--- config.mk ---
export PLATFORM = sky130hd
export DESIGN_NAME = burst_col_seq
export DESIGN_NICKNAME = d
export VERILOG_FILES = /design/src/rtl/bcs_pkg.sv /design/src/rtl/bcs_order.sv /design/src/rtl/bcs_beat_ctrl.sv /design/src/rtl/burst_col_seq.sv
export SDC_FILE = /design/constraint.sdc
export NUM_CORES = 1
export LEC_CHECK = 0
export BUFFER_PORTS_ARGS = -buffer_cell sky130_fd_sc_hd__buf_2
export CORE_AREA = 2 2 52 54
export CTS_CLUSTER_DIAMETER = 30
export DETAILED_ROUTE_END_ITERATION = 12
export DIE_AREA = 0 0 54 56
export PLACE_DENSITY = 0.68
export SETUP_SLACK_MARGIN = 0.4
export SYNTH_ARGS = -nofsm -noshare
export SYNTH_HDL_FRONTEND = slang
export SYNTH_SLANG_ARGS = --single-unit
--- constraint.sdc ---
create_clock -name clk_i -period 2.15 [get_ports clk_i]
set_input_delay 0.5375 -clock clk_i [delete_from_list [all_inputs] [get_ports clk_i]]
set_output_delay 0.5375 -clock clk_i [all_outputs]
set_load 0.03 [all_outputs]
--- src/rtl/bcs_pkg.sv ---
package bcs_pkg;
  localparam int unsigned MAX_BL = 8;
  localparam int unsigned BEAT_W = $clog2(MAX_BL);

  typedef enum logic {
    ORD_SEQ = 1'b0,
    ORD_ILV = 1'b1
  } ord_e;
endpackage

--- src/rtl/bcs_order.sv ---
module bcs_order
  import bcs_pkg::*;
#(
  parameter int unsigned COL_W = 10
) (
  input  logic [COL_W-1:0]  base_i,
  input  logic [BEAT_W-1:0] beat_i,
  input  logic              len8_i,
  input  ord_e              ord_i,
  output logic [COL_W-1:0]  col_o
);
  logic [1:0] lo2;
  logic       bit2;

  always_comb begin
    if (ord_i == ORD_ILV) lo2 = base_i[1:0] ^ beat_i[1:0];
    else                  lo2 = base_i[1:0] + beat_i[1:0];
    // both orders flip bit 2 on the second half of an 8-beat burst
    bit2 = len8_i ? (base_i[2] ^ beat_i[2]) : base_i[2];
    col_o = {base_i[COL_W-1:3], bit2, lo2};
  end
endmodule

--- src/rtl/bcs_beat_ctrl.sv ---
module bcs_beat_ctrl
  import bcs_pkg::*;
#(
  parameter int unsigned COL_W = 10
) (
  input  logic              clk_i,
  input  logic              rst_ni,
  input  logic              start_i,
  input  logic [COL_W-1:0]  col_i,
  input  logic              len8_i,
  input  logic              ilv_i,
  output logic              act_o,
  output logic [BEAT_W-1:0] beat_o,
  output logic              last_o,
  output logic [COL_W-1:0]  base_o,
  output logic              len8_o,
  output ord_e              ord_o
);
  localparam logic [BEAT_W-1:0] LAST4 = BEAT_W'(3);
  localparam logic [BEAT_W-1:0] LAST8 = BEAT_W'(MAX_BL - 1);

  logic accept;

  assign last_o = act_o && (beat_o == (len8_o ? LAST8 : LAST4));
  assign accept = start_i && (!act_o || last_o);

  always_ff @(posedge clk_i or negedge rst_ni) begin
    if (!rst_ni) begin
      act_o  <= 1'b0;
      beat_o <= '0;
      base_o <= '0;
      len8_o <= 1'b0;
      ord_o  <= ORD_SEQ;
    end else if (accept) begin
      act_o  <= 1'b1;
      beat_o <= '0;
      base_o <= col_i;
      len8_o <= len8_i;
      ord_o  <= ilv_i ? ORD_ILV : ORD_SEQ;
    end else if (act_o) begin
      if (last_o) act_o <= 1'b0;
      else        beat_o <= beat_o + 1'b1;
    end
  end

  p_beat_step_r8: assert property (@(posedge clk_i) disable iff (!rst_ni)
    (act_o && !last_o) |=> (act_o && beat_o == $past(beat_o) + 1'b1));

  p_stop_r8: assert property (@(posedge clk_i) disable iff (!rst_ni)
    (last_o && !start_i) |=> !act_o);

  p_chain_r9: assert property (@(posedge clk_i) disable iff (!rst_ni)
    (last_o && start_i) |=> (act_o && beat_o == '0 && base_o == $past(col_i)));

  p_hold_r10: assert property (@(posedge clk_i) disable iff (!rst_ni)
    (act_o && !last_o) |=> ($stable(base_o) && $stable(len8_o) && $stable(ord_o)));
endmodule

--- src/rtl/burst_col_seq.sv ---
module burst_col_seq
  import bcs_pkg::*;
#(
  parameter int unsigned COL_W = 10
) (
  input  logic             clk_i,
  input  logic             rst_ni,
  input  logic             start_i,
  input  logic [COL_W-1:0] col_i,
  input  logic             len8_i,
  input  logic             ilv_i,
  output logic [COL_W-1:0] col_o,
  output logic             valid_o,
  output logic             last_o
);
  logic              act;
  logic [BEAT_W-1:0] beat;
  logic [COL_W-1:0]  base;
  logic              len8_q;
  ord_e              ord_q;

  bcs_beat_ctrl #(.COL_W(COL_W)) u_ctrl (
    .clk_i  (clk_i),
    .rst_ni (rst_ni),
    .start_i(start_i),
    .col_i  (col_i),
    .len8_i (len8_i),
    .ilv_i  (ilv_i),
    .act_o  (act),
    .beat_o (beat),
    .last_o (last_o),
    .base_o (base),
    .len8_o (len8_q),
    .ord_o  (ord_q)
  );

  bcs_order #(.COL_W(COL_W)) u_order (
    .base_i(base),
    .beat_i(beat),
    .len8_i(len8_q),
    .ord_i (ord_q),
    .col_o (col_o)
  );

  assign valid_o = act;

  p_last_valid_r8: assert property (@(posedge clk_i) disable iff (!rst_ni)
    last_o |-> valid_o);

  p_block_r7: assert property (@(posedge clk_i) disable iff (!rst_ni)
    (valid_o && !last_o) |=>
      (col_o[COL_W-1:3] == $past(col_o[COL_W-1:3]) &&
       (len8_q || col_o[2] == $past(col_o[2]))));

  p_start_r2: assert property (@(posedge clk_i) disable iff (!rst_ni)
    (start_i && !valid_o) |=> (valid_o && col_o == $past(col_i)));
endmodule

==> out/results.tsv <==
stage	metric	value	unit
run_status	status	complete, no violations	
hold_path	HP Class	primary input to asynchronous set/reset pin	
sta	Setup-failing EPs final	0	
synthesis	synthesis-stage register bit count	16	
power_and_ir_drop	maximum VDD drop	0.960	mV
sta	Worst Skew	0.00404	ns
drt	1st-iter DRT viols	24	
drt	Via Count	992	
die	I/O pin count	27	
die	die area	3020	um2
die	core box area	2430	um2
synthesis	Syn Area/Cell	9.04	um2
clocking	clock root cell	clkbuf_4	
synthesis	top cell type's share of synthesized area	37.2	%
drt	Routed Wire Length	2520	um
global_routing	Total GRT Usage	18.8	%
synthesis	post-synth top area cell	dfrtp_1	
clocking	Skew-Pair Late Insertion Delay	0.29	ns
sta	worst hold margin	0.145	ns
synthesis	area of the mapped netlist	1080	um2
sta	max-slew violation count	0	
sta	Fin. Hold Viols	0	
layout	Non-Filler Instances	172	
worst_setup_path	critical path's top delay family	flip-flops	
placed_design	Final HPWL DP	1700	um
layout	fraction of final layout cells sized beyond drive strength 1	35.9	%
die	FP Rows	18	
synthesis	Post-synth EDFFs	0	
drt	post-route ant nets	0	
die	DIE WIDTH	54	um
global_routing	total congestion overflow	0	
clocking	CTS tree	yes	
synthesis	Synth Net Count	136	
clocking	CTS Buffer Depth	2	
worst_setup_path	CP bufs+invs	1	
sta	worst slew pin tran	0.429	ns
placed_design	placed cells	162	
die	Die H	56	um
power_and_ir_drop	pwr/cell area	1520	nW/um2
sta	Fin Setup TNS	0	ns
global_routing	largest net degree at the start of global routing	25	
placed_design	IO buf count	26	
worst_setup_path	CP Data Arrival Time	1.30	ns
worst_setup_path	length in cells of the worst reg-to-reg path	4	
worst_setup_path	Worst Path Max Fanout	2	
synthesis	Mapped Cells	119	
sta	RSZ-0062 raised after global routing	true	
synthesis	Synth warnings	0	
worst_setup_path	critical path, cell by cell	ha_2 > nor2b_4 > xnor2_2 > buf_6	
worst_setup_path	slowest cell on the critical path	dfrtp_1	
sta	Max Clock Freq	545	MHz
clocking	clock slew at reported path FFs	0.10	ns
placed_design	global placer's final weighted congestion	0.727	
synthesis	Async S/R FF share, synth	100	%
worst_setup_path	kind of critical path	register to output port	
sta	relative slew slack	71.3	%
drt	drt wl/cell	14.6	um
synthesis	Commonest cells post-synth	16 x dfrtp_1, 16 x nand2_1, 14 x nor2b_1	
drt	Vias per Instance	5.77	
drt	DRC violations left	0	
worst_setup_path	CP required	1.61	ns
clocking	# H-tree levels	1	
global_routing	initial antenna violation count	0	
global_routing	global-route wire length before repair	4250	um
flow_run	maxcap violations	0	
clocking	TritonCTS Sinks	16	
layout	synth-to-layout area growth	21.9	%
worst_setup_path	CP startpoint kind	register	
worst_setup_path	CP max stage delay	0.41	ns
die	Initial Util	44.2	%
synthesis	top post-synthesis cells by area	dfrtp_1 37%, a221oi_1 9.0%, nor2b_1 8.1%, o211ai_1 7.7%, nand4_1 6.4%	
synthesis	sequential area share after synthesis	37.2	%
power_and_ir_drop	leakage	0.554	nW
synthesis	Cell variety after synth	24	
sta	min Tclk post-route	1.83	ns
worst_setup_path	WP depth	4	
clocking	TritonCTS Buffers	3	
sta	Final Cycle Share	85.3	%
layout	number of diodes	0	
worst_setup_path	crit end category	output port	
layout	nets@finish	160	
synthesis	commonest register cell after synthesis	dfrtp_1	
drt	1st-pass router iterations	4	
global_routing	vias in the first global route	925	
## path summary, 6_finish.rpt
check / startpoint / endpoint / slack, ns
worst max-delay path: u_ctrl.base_o[0]$_DFFE_PN0P_ / col_o[1] / 0.32
worst min-delay path: rst_ni / u_ctrl.base_o[0]$_DFFE_PN0P_ / 0.14
worst max register to register: u_ctrl.act_o$_DFF_PN0_ / u_ctrl.base_o[1]$_DFFE_PN0P_ / 0.61
worst min register to register: u_ctrl.len8_o$_DFFE_PN0P_ / u_ctrl.len8_o$_DFFE_PN0P_ / 0.58
max in group asynchronous: rst_ni / u_ctrl.act_o$_DFF_PN0_ / 1.69
min in group clk_i: len8_i / u_ctrl.len8_o$_DFFE_PN0P_ / 0.51
## worst register-to-register path: cells and delay by family, from the launching register on
family / cells / cell delay, ns
AND/OR/NAND/NOR: 1 / 0.22
flip-flops: 1 / 0.60
AO/OA/AOI/OAI: 2 / 0.42
buffers and inverters: 1 / 0.18
## placed cells by master, fill, tap and decap left out
cell	n
mux2i_1	1
nand3b_1	1
inv_1	3
xnor2_2	2
o211ai_1	11
nand2_1	16
buf_6	3
clkbuf_8	1
a21oi_1	1
a22o_1	1
ha_2	2
a221oi_1	11
and3_4	1
buf_2	22
a211o_1	1
dfrtp_4	1
a31o_1	1
nor2b_1	12
nand4_1	11
clkbuf_4	3
xnor2_1	2
dfrtp_1	13
buf_4	12
a32o_1	1
nor2b_2	1
nor2b_4	1
nand3_1	1
o21ai_0	3
dfrtp_2	2
a21bo_1	1
## report_power, final
part / internal [mW] / switching (mW) / total (mW) / leakage [nW]
Combinational: 0.570 / 0.679 / 1.25 / 0.374
Clock: 0.103 / 0.103 / 0.206 / 0.0210
Sequential: 0.405 / 0.129 / 0.534 / 0.159
Total: 1.08 / 0.911 / 1.99 / 0.554
## final cells by class
class / count / area, um2
multi-input combinational: 82 / 586
inverter: 3 / 11.3
timing repair buffer: 37 / 234
sequential: 16 / 407
tap: 30 / 37.5
clock buffer: 4 / 36.3
fill: 243 / 1120
## per-stage QoR
stage | utilization [%] | setup WS, ns | cell area [um2] | total power, mW
CTS | 53.4 | 0.286 | 1300 | 1.97
floorplan | - | 0.399 | 1090 | 1.40
finish | 53.9 | 0.316 | 1310 | 1.99
global placement | 48.9 | 0.354 | 1190 | 1.57
detailed placement | 48.9 | 0.324 | 1190 | 1.61
global route | 53.9 | 0.250 | 1310 | 2.15
## metal layers
| layer | up-vias | share of wire, % | global-route usage (%) |
|---|---|---|---|
| met5 | - | 0 | 0 |
| met4 | 0 | 1.4 | 6.43 |
| met3 | 5 | 5.0 | 2.42 |
| met2 | 30 | 51 | 30.1 |
| met1 | 473 | 43 | 25.3 |
| li1 | 484 | - | - |
## kinds of logic (layout without fill, tap and decap cells)
kind of cell,count (synthesis),in the layout,synth area share [%]
mux,1,1,0.930
flops,16,16,37.2
compound gates,31,31,22.8
xor+xnor,4,4,3.95
fa+ha+maj,2,2,2.33
simple gates,44,44,21.9
buf+inv,21,44,10.9
## what timing repair did
item | 4_1_cts | 5_1_grt
hold buffers | 0 | 0
setup endpoints to repair | 3 | 8
setup buffers | 6 | 0
pin swaps | 4 | 1
gates resized for setup | 11 | 5
## sequential cells by signal, summed over array words and instances (netlist names)
signal / cells
u_ctrl.base_o: 10
u_ctrl.beat_o: 3
u_ctrl.act_o: 1
u_ctrl.len8_o: 1
u_ctrl.ord_o: 1
No activity file was read; power rests on OpenSTA's default activity.
